--- src/rtl/range_splitter.sv ---
module range_splitter #(
  parameter int ADDR_W      = 32,
  parameter int LINE_BYTES  = 32,
  parameter int CHUNK_BYTES = 1024,
  parameter int PAGE_BYTES  = 4096
) (
  input  logic              clk,
  input  logic              rst_n,
  input  logic              req_valid,
  output logic              req_ready,
  input  logic [1:0]        req_op,
  input  logic [ADDR_W-1:0] req_start,
  input  logic [ADDR_W-1:0] req_end,
  input  logic              wt_mode,
  output logic              cmd_valid,
  input  logic              cmd_ready,
  output logic [1:0]        cmd_op,
  output logic [ADDR_W-1:0] cmd_lo,
  output logic [ADDR_W-1:0] cmd_hi,
  output logic              done
);
  localparam int LSB = $clog2(LINE_BYTES);
  localparam int W   = ADDR_W + 1;
  localparam logic [W-1:0] LINE_W  = W'(LINE_BYTES);
  localparam logic [W-1:0] CHUNK_W = W'(CHUNK_BYTES);
  localparam logic [W-1:0] PG_MASK = W'(PAGE_BYTES - 1);
  localparam logic [1:0] OP_LINE = 2'd0, OP_CLN = 2'd1, OP_INV = 2'd2;

  logic              busy, head_p, tail_p, phase, wt_r;
  logic [1:0]        op_r;
  logic [W-1:0]      cur, lim, head_a, tail_a;

  wire [W-1:0] s_in  = {1'b0, req_start};
  wire [W-1:0] e_in  = {1'b0, req_end};
  wire         off_s = |req_start[LSB-1:0];
  wire         off_e = |req_end[LSB-1:0];
  wire [W-1:0] s_dn  = {s_in[W-1:LSB], {LSB{1'b0}}};
  wire [W-1:0] e_dn  = {e_in[W-1:LSB], {LSB{1'b0}}};
  wire [W-1:0] s_up  = s_dn + (off_s ? LINE_W : '0);
  wire [W-1:0] e_up  = e_dn + (off_e ? LINE_W : '0);
  wire         is_inv = (req_op == 2'd0);
  wire         is_cln = (req_op == 2'd1);
  wire         tail_take = is_inv && off_e && (s_up < e_in);
  wire [W-1:0] new_cur = is_inv ? s_up : s_dn;
  wire [W-1:0] new_lim = is_inv ? (tail_take ? e_dn : e_in)
                       : (is_cln && wt_mode) ? s_dn : e_up;

  wire [W-1:0] pg_end = (cur | PG_MASK) + LINE_W - LINE_W + W'(1);
  wire [W-1:0] cap    = cur + CHUNK_W;
  wire [W-1:0] lim_c  = (cap < lim) ? cap : lim;
  wire [W-1:0] nxt    = (pg_end < lim_c) ? pg_end : lim_c;

  wire range_p  = cur < lim;
  wire in_range = busy && !head_p && range_p;
  wire flush_r  = op_r[1];
  wire two_step = flush_r && !wt_r && !phase;
  wire [1:0] range_op = (op_r == 2'd1 || two_step) ? OP_CLN : OP_INV;
  wire [W-1:0] lo_w = head_p ? head_a : in_range ? cur : tail_a;
  wire [W-1:0] hi_w = head_p ? head_a : in_range ? (nxt - LINE_W) : tail_a;

  assign req_ready = !busy;
  assign cmd_valid = busy && (head_p || range_p || tail_p);
  assign done      = busy && !cmd_valid;
  assign cmd_op    = in_range ? range_op : OP_LINE;
  assign cmd_lo    = lo_w[ADDR_W-1:0];
  assign cmd_hi    = hi_w[ADDR_W-1:0];

  always_ff @(posedge clk or negedge rst_n) begin
    if (!rst_n) begin
      busy   <= 1'b0;
      head_p <= 1'b0;
      tail_p <= 1'b0;
      phase  <= 1'b0;
      wt_r   <= 1'b0;
      op_r   <= 2'd0;
      cur    <= '0;
      lim    <= '0;
      head_a <= '0;
      tail_a <= '0;
    end else if (req_valid && req_ready) begin
      busy   <= 1'b1;
      head_p <= is_inv && off_s;
      head_a <= s_dn;
      tail_p <= tail_take;
      tail_a <= e_dn;
      cur    <= new_cur;
      lim    <= new_lim;
      op_r   <= req_op;
      wt_r   <= wt_mode;
      phase  <= 1'b0;
    end else if (done) begin
      busy <= 1'b0;
    end else if (cmd_valid && cmd_ready) begin
      if (head_p) begin
        head_p <= 1'b0;
      end else if (range_p) begin
        if (two_step) begin
          phase <= 1'b1;
        end else begin
          cur   <= nxt;
          phase <= 1'b0;
        end
      end else begin
        tail_p <= 1'b0;
      end
    end
  end
endmodule

--- config.mk ---
export PLATFORM = sky130hd
export DESIGN_NAME = range_splitter
export DESIGN_NICKNAME = d
export VERILOG_FILES = /design/src/rtl/range_splitter.sv
export SDC_FILE = /design/constraint.sdc
export NUM_CORES = 1
export LEC_CHECK = 0
export ABC_AREA = 1
export BUFFER_PORTS_ARGS = -buffer_cell sky130_fd_sc_hd__clkbuf_2
export CAP_MARGIN = 5
export CORE_AREA = 2 2 169 171
export CTS_CLUSTER_SIZE = 8
export DETAILED_ROUTE_END_ITERATION = 8
export DIE_AREA = 0 0 171 173
export GPL_TIMING_DRIVEN = 0
export SLEW_MARGIN = 20
export SYNTH_ARGS = -nofsm -noshare
export SYNTH_HDL_FRONTEND = slang
export SYNTH_SLANG_ARGS = --single-unit
--- constraint.sdc ---
create_clock -name clk -period 8.7 [get_ports clk]
set_input_delay 1.305 -clock clk [delete_from_list [all_inputs] [get_ports clk]]
set_output_delay 1.305 -clock clk [all_outputs]
set_load 0.01 [all_outputs]
; Yosys cells after proc, flatten, opt, wreduce, memory -nomap -nowiden
; Cells that the tools add are included.
[op_classes]
shifts = 0
magnitude_cmp = 4
mux = 36
reduce_logical = 30
n_eq_ne = 6
div_mod_pow = 0
n_addsub = 7
n_mul = 0
n_bitwise = 0
[ops]
columns = operator, n
row1 = 33-bit 2-to-1 mux, 11
row2 = 32-bit 2-to-1 mux, 4
row3 = 33-bit less-than comparator, 3
row4 = 32-bit by 6-bit adder with 33-bit output, 2
row5 = "33-bit by 1-bit adder with 33-bit output, second input constant", 1
row6 = "33-bit by 11-bit adder with 33-bit output, second input constant", 1
row7 = "33-bit by 6-bit adder with 33-bit output, second input constant", 1
row8 = 33-bit by 32-bit less-than comparator with 1-bit output, 1
row9 = "33-bit by 6-bit subtractor with 33-bit output, second input constant", 1
row10 = "32-bit by 6-bit subtractor with 32-bit output, second input constant", 1
row11 = 1-bit 2-to-1 mux, 16
row12 = 1-bit logical AND, 12
row13 = 6-bit 2-to-1 mux, 2
row14 = 5-bit OR reduction, 2
row15 = "2-bit by 1-bit != test with 1-bit output, second input constant", 4
row16 = 4-bit AND reduction, 2
row17 = 2-bit nonzero test, 3
row18 = 1-bit zero test, 5
row19 = 5-bit 2-to-1 mux, 1
row20 = 5-bit AND reduction, 1
row21 = "2-bit by 1-bit == test with 1-bit output, second input constant", 2
row22 = 2-bit 2-to-1 mux, 2
row23 = 1-bit logical OR, 3
row24 = 2-bit zero test, 1
row25 = 2-bit AND reduction, 1
[totals]
latchBits = 0
memories = 0
ff_bits = 127
in_bits = 71
romBits = 0
elab_cells = 93
ramBits = 0

; Logic depth before layout (Yosys ltp)
; Gate-level depths: netlist of run 1.
[depth]
depth_word = 11
mapped_depth = 48
ltp_nobuf = 46

; Worst setup path after synthesis of run 1
; No wires, ideal clock.
[synth_timing]
path_kind = register to output
start = register cur[12]
end = output port cmd_hi[29]
t_required_ns = 7.395
slack_ns = 1.665
arrival_time_ns = 5.730
path_buffers = 3
stages_incl_launch_ff = 45
path_cell_list = dfrtp_1 ha_1 nand2_1 inv_1 nand2_1 nor2_2 nand2_1 nor4_2 nand3_1 xor2_1 mux2_2 ha_1 nand2_2 inv_1 nand2_1 nand2_1 a21oi_1 nand2_2 (+9 left out) a21oi_1 nor2_1 a211oi_1 o221a_2 buf_2 nand3_4 nand2_1 ha_1 nand2_2 nor2_2 nand2_2 inv_2 nand2_2 nor2_4 nand2_1 nand2_1 nand3_1 nand2_1
[synth_between]
elab_chain_len = 8
elab_cells_between_ends = 13
[synth_rtl]
columns = item, line
row1 = start: declaration, 31  ; logic [W-1:0] cur, lim, head_a, tail_a;
row2 = start signal: assignment, 86  ; cur <= new_cur;
row3 = start signal: assignment, 100  ; cur <= nxt;
row4 = 33-bit by 6-bit adder with 33-bit output / 33-bit by 11-bit adder with 33-bit output (equally long branches), "48, 49"
row5 = 33-bit by 6-bit subtractor with 33-bit output / 33-bit less-than comparator (equally long branches), "48, 50"
row6 = 33-bit by 1-bit adder with 33-bit output / 33-bit 2-to-1 mux (equally long branches), "48, 50"
row7 = 33-bit less-than comparator, 51  ; wire [W-1:0] nxt = (pg_end < lim_c) ? pg_end : lim_c;
row8 = 33-bit 2-to-1 mux, 51
row9 = 32-bit by 6-bit subtractor with 32-bit output, 59  ; wire [W-1:0] hi_w = head_p ? head_a : in_range ? (nxt - LINE_W) : tail_a;
row10 = 32-bit 2-to-1 mux * (2 in series), 59
row11 = end: declaration, 19  ; output logic [ADDR_W-1:0] cmd_hi,
; Every way passes the cells marked *; elsewhere a longest branch is shown, timed or not.

; Final worst setup path of run 1
[layout_timing]
start = register cur[27]
end = output port cmd_hi[23]
; Same word-level chain as after synthesis.

==> results of run 1 <==
-- layout make-up --
class                   instances  area share
multi-input cells            1389      0.5590
clock buffers                  17     0.02936
flip-flops and latches        127      0.2194
inverters                     234     0.06105
plain buffers                  79     0.02694
well taps                     378     0.03264
clock inverters                15     0.01157
repair buffers                154     0.06001
-- how the worst min path moves through the flow --
stage | startpoint | end | slack [ps] | cells after the start
after floorplan | head_a[14] | head_a[14] | 440 | 2
after global placement | head_a[22] | head_a[22] | 460 | 2
after detailed placement | head_a[14] | head_a[14] | 460 | 2
after CTS | head_a[8] | head_a[8] | 480 | 2
after global routing | head_a[30] | head_a[30] | 500 | 2
final | head_a[8] | head_a[8] | 490 | 2
-- synthesized netlist by cell type (5+ instances only) --
master / number / share of area
a21boi_0: 27 / 0.016
a21oi_1: 80 / 0.033
buf_2: 11 / 0.0045
buf_6: 6 / 0.0055
clkbuf_1: 60 / 0.018
dfrtp_1: 127 / 0.26
ha_1: 108 / 0.11
inv_1: 226 / 0.069
inv_2: 5 / 0.0015
nand2_1: 428 / 0.13
nand2_2: 14 / 0.0071
nand3_1: 103 / 0.042
nand4_1: 45 / 0.023
nor2_1: 118 / 0.036
nor2_2: 7 / 0.0036
nor2_4: 6 / 0.0055
nor3_1: 25 / 0.010
nor4_1: 6 / 0.0031
o211ai_1: 12 / 0.0073
o21a_1: 5 / 0.0031
o21ai_0: 238 / 0.097
o21ai_1: 12 / 0.0049
o221ai_1: 37 / 0.026
o22ai_1: 11 / 0.0056
xor2_1: 55 / 0.039
-- logic make-up after synthesis --
logic type | after synthesis | share of synthesized area
adder cells (fa/ha/maj) | 108 | 0.1100
AND/OR/NAND/NOR | 772 | 0.2767
flip-flops | 127 | 0.2587
AO/OA/AOI/OAI | 448 | 0.2101
multiplexers | 1 | 0.0009164
XOR/XNOR | 59 | 0.04206
buffers and inverters | 315 | 0.1016
-- layout by cell type, fill, tap and decap left out, types with 11 or more instances in the layout --
| cell type | synthesis | final |
|---|---|---|
| dfrtp_1 | 127 | 126 |
| a21boi_0 | 27 | 27 |
| nand2_1 | 428 | 415 |
| nand2_2 | 14 | 19 |
| o21ai_0 | 238 | 227 |
| nand3_1 | 103 | 99 |
| nor2_1 | 118 | 113 |
| o211ai_1 | 12 | 12 |
| buf_4 | 2 | 16 |
| nor3_1 | 25 | 23 |
| ha_1 | 108 | 107 |
| nor2_4 | 6 | 11 |
| xor2_1 | 55 | 53 |
| o221ai_1 | 37 | 37 |
| clkbuf_1 | 60 | 55 |
| nand4_1 | 45 | 45 |
| o22ai_1 | 11 | 11 |
| a21oi_1 | 80 | 79 |
| clkbuf_2 | 0 | 140 |
| o21ai_1 | 12 | 16 |
| inv_1 | 226 | 224 |
| clkbuf_16 | 0 | 18 |
-- sequential cells by signal (all words and copies together) (netlist names) --
register / cells
cur: 33
wt_r: 1
head_a: 27
tail_p: 1
head_p: 1
phase: 1
tail_a: 27
busy: 1
op_r: 2
lim: 33
-- metal layers --
| metal | GRT usage | part of all wire |
|---|---|---|
| met4 | 0.1282 | 0.035 |
| met3 | 0.05768 | 0.077 |
| met2 | 0.5215 | 0.44 |
| met1 | 0.4922 | 0.45 |
| met5 | 0 | 0 |
-- critical path, delay by kind of cell, from the launching register on --
kind,cells,cell delay [ps]
compound gates,4,850
xor+xnor,1,190
fa+ha+maj,3,810
buf+inv,8,1120
flops,1,430
mux,1,300
simple gates,22,2920
-- timing repair --
| item | in CTS | in global routing |
|---|---|---|
| setup endpoints to repair | 28 | 23 |
| cloned | 0 | 2 |
| setup buffers | 5 | 9 |
| gates resized for setup | 36 | 47 |
| pin swaps | 3 | 12 |
-- metrics by stage --
stage / util / instances / setup slack [ps]
3_5_place_dp: 0.4881 / 2347 / -301.4
3_3_place_gp: 0.4868 / 2346 / -283.3
6_report: 0.5245 / 2393 / 326.9
4_1_cts: 0.5147 / 2383 / 16.55
2_1_floorplan: - / 1830 / 1665
5_1_grt: 0.5245 / 2393 / -11.51
==> results.toml, run 1 <==
[logic_synthesis]
async_flop_share = 1.000
synth_cell_types = 54
yosys_warnings = 0
synth_ff_type = "dfrtp_1"
synth_fp_nets = 2009
synth_area_um2 = 12290
synthCells = 1830
syn_avg_cell_area_um2 = 6.714
ys_seq_elements = 127
yosysSeqAreaShare = 0.2587
synth_edf_count = 0

[worst_hold_path]
hp-class = "reg2reg"

[grt]
grt_overflow = 0
grt_use_total = 0.3450
grt_pass1_vias = 12800
grt_pass1_wl_um = 76160
grt_max_degree = 89
antenna_found_initial = 0

[worst_setup_path]
regToRegStartpoint = "cur[27]"
reg2reg_slack_ps = 2460
cp-endpoint = "cmd_hi[23]"
cpMaxStageDelayCell = "dfrtp_1"
worstSetupStartpoint = "cur[27]"
start_kind = "flip-flop"
end_kind = "output port"
rr_endpoint = "cur[31]"
arrival_ps = 7070
crit_type = "reg2out"
critPathMaxFanout = 10
rr_worst_depth = 35
cp.required_ps = 7390
cpPeakStageDelay_ps = 430
crit_top_cell = "nand2_2"

[clock_network]
numCtsBuffers = 17
clkTransAtPathRegs_ps = 70
cts_tree = "yes"
cts-root-buf = "clkbuf_16"
numClockSinks = 127
postCtsHoldBufs = 0
cts_max_level = 4
clk_path_buf_depth = 2
worstSkewPairLatency_ps = 440

[sta]
setup-tns-final_ps = 0
hold_viol = 0
fin_skew_ps = 16.98
setup_viol = 0
holdWs_ps = 485.5
slew_headroom = 0.2832
drv_slew = 0
post-route-min-period_ps = 8373
period_share = 0.9624
clock.fmax_ghz = 0.1194
worst_slew_pin_slew_ps = 1065

[floorplan]
start_util = 0.4447
die_h_um = 173
coreArea_um2 = 27630
std_cell_rows = 61
die_w_um = 171
io_pins = 140
dieArea_um2 = 29580

[drt]
drtPass1Iterations = 6
drt-total-wl_um = 51230
vias = 13690
ant_nets = 0
viasPerCell = 5.722
drt_iter0_drc = 1404
wire_per_inst_um = 21.41
route.detailed.drc = 0

[place]
place_congestion = 0.9801
dp_hpwl_um = 42000
place_area_um2 = 13490
io_buffers = 138

[cells_and_area]
antenna_cells = 0
multi_input_area_um2 = 8100
drive_gt1_frac = 0.1499
finalNetCount = 2181
area.growth.synth_to_final_pct = 17.93
ff_latch_area_um2 = 3179
fill_cells = 2884
final_area_um2 = 14490

[run_status]
status = "complete, no violations"

[run]
cap_violations = 0
Power of run 1 is left out: the tool's default activity adds up to more than one toggle a clock period on the data nets, which glitch-free logic cannot reach.
==> inputs of run 2 (changes only) <==
--- a/config.mk
+++ b/config.mk
@@ -8,11 +8,14 @@
 export ABC_AREA = 1
 export BUFFER_PORTS_ARGS = -buffer_cell sky130_fd_sc_hd__clkbuf_2
 export CAP_MARGIN = 5
-export CORE_AREA = 2 2 169 171
+export CELL_PAD_IN_SITES_DETAIL_PLACEMENT = 1
+export CELL_PAD_IN_SITES_GLOBAL_PLACEMENT = 1
+export CORE_AREA = 2 2 173 175
 export CTS_CLUSTER_SIZE = 8
 export DETAILED_ROUTE_END_ITERATION = 8
-export DIE_AREA = 0 0 171 173
+export DIE_AREA = 0 0 175 177
 export GPL_TIMING_DRIVEN = 0
+export PLACE_DENSITY_LB_ADDON = 0.1
 export SLEW_MARGIN = 20
 export SYNTH_ARGS = -nofsm -noshare
 export SYNTH_HDL_FRONTEND = slang
==> run 2 against run 1 <==
Compared with the run above:
- hold slack worse by 1.7 ps
- final area up 1.4%
- critical path depth decreased by 2
- largest cell class unchanged
==> results.toml, run 2 (synthesis gave the netlist of run 1 again) <==
[run_status]
status = "complete, no violations"

[grt]
grt_max_degree = 71
grt_pass1_vias = 14250
grt_use_total = 0.3625
grt_overflow = 0
antenna_found_initial = 1
grt_pass1_wl_um = 84440

[drt]
drt-total-wl_um = 56630
vias = 14210
ant_nets = 0
wire_per_inst_um = 23.48
drtPass1Iterations = 5
route.detailed.drc = 0
viasPerCell = 5.892
drt_iter0_drc = 1119

[floorplan]
coreArea_um2 = 29240
std_cell_rows = 63
die_h_um = 177
die_w_um = 175
dieArea_um2 = 30980
io_pins = 140
start_util = 0.4201

[worst_setup_path]
start_kind = "flip-flop"
path_depth = 37
crit_type = "reg2out"
end_kind = "output port"
cpPeakStageDelay_ps = 600
cp.required_ps = 7390
crit_family = "simple AND/OR/NAND/NOR gates"
cp.buffers_inverters = 9
cpMaxStageDelayCell = "dfrtp_1"
arrival_ps = 7150
rr_worst_depth = 32
critPathMaxFanout = 10

[clock_network]
cts_tree = "yes"
clk_path_buf_depth = 2
numCtsBuffers = 17
worstSkewPairLatency_ps = 450
clkTransAtPathRegs_ps = 60
cts-root-buf = "clkbuf_16"
numClockSinks = 127
cts_max_level = 4

[sta]
slew_headroom = 0.2981
drv_slew = 0
grt_setup_unrepaired = "true"
fin_skew_ps = 23.44
holdWs_ps = 483.8
period_share = 0.9721
clock.fmax_ghz = 0.1182
hold_viol = 0
setup_viol = 0
worst_slew_pin_slew_ps = 1043
post-route-min-period_ps = 8458

[worst_hold_path]
holdPathStages = 2
hp-class = "reg2reg"

[cells_and_area]
ff_latch_area_um2 = 3184
top_regs = "cur x33, lim x33"
drive_gt1_frac = 0.1607
antenna_cells = 0
mostFrequentLayoutCells = "410 x nand2_1, 228 x o21ai_0, 222 x inv_1"
final_common_cell = "nand2_1"
area.growth.synth_to_final_pct = 19.61
multi_input_area_um2 = 8164
fill_cells = 3856
finalNetCount = 2188

[place]
dp_hpwl_um = 45890
place_congestion = 0.9612
io_buffers = 138

[run]
cap_violations = 0
==> run 2: cell count changes in the layout (fill, tap and decap cells not counted), sizes merged <==
cell	delta
clkinv	+1
clkinvlp	+1
inv	-6
bufinv	+4
buf	+7
==> run 2: metrics by stage <==
step / utilization / setup slack (ps) / area (um2) / cells / TNS (ps)
final: 0.5025 / 242.4 / 14700 / 2412 / 0
after global routing: 0.5025 / -137.7 / 14700 / 2412 / -669.3
after CTS: 0.4886 / 5.596 / 14290 / 2395 / 0
after detailed placement: 0.4617 / -566.3 / 13500 / 2359 / -8382
after global placement: 0.4604 / -470.4 / 13470 / 2358 / -5920
after floorplan: - / 1665 / 12290 / 1830 / 0
==> run 2: final timing paths <==
path | from | to | slack, ps
setup reg to reg | cur[10] | cur[31] | 2210
min in group asynchronous | rst_n | lim[8] | 840
max in group asynchronous | rst_n | cur[24] | 7100
hold / removal | tail_a[19] | tail_a[19] | 480
hold reg to reg | tail_a[19] | tail_a[19] | 480
setup / recovery | cur[10] | cmd_hi[21] | 240
==> run 2: tightest hold or removal path, cell delays in order, from the launching register on <==
cell	delay, ps
dfrtp_1	340
nand2_1	50
o21ai_0	60
==> run 2: timing repair <==
item / CTS / global route
cloned: 1 / 3
hold buffers: 0 / 0
setup endpoints to repair: 32 / 28
pin swaps: 4 / 19
resized for setup: 31 / 76
buffers inserted: 4 / 15
==> run 2: layout make-up <==
| class | count | area share |
|---|---|---|
| Clock inverter | 15 | 0.01566 |
| Buffer | 79 | 0.02690 |
| Clock buffer | 17 | 0.02895 |
| Timing Repair Buffer | 161 | 0.06309 |
| Multi-Input combinational cell | 1389 | 0.5555 |
| Inverter | 234 | 0.06002 |
| Sequential cell | 127 | 0.2167 |
| Tap cell | 390 | 0.03320 |
==> run 2: routing by layer <==
metal / routed length (um) / GRT usage
met2: 25630 / 0.5894
met1: 25300 / 0.4866
met3: 3099 / 0.04596
met4: 2586 / 0.1535
met5: 12 / 0
Power of run 2 is left out for the same reason.
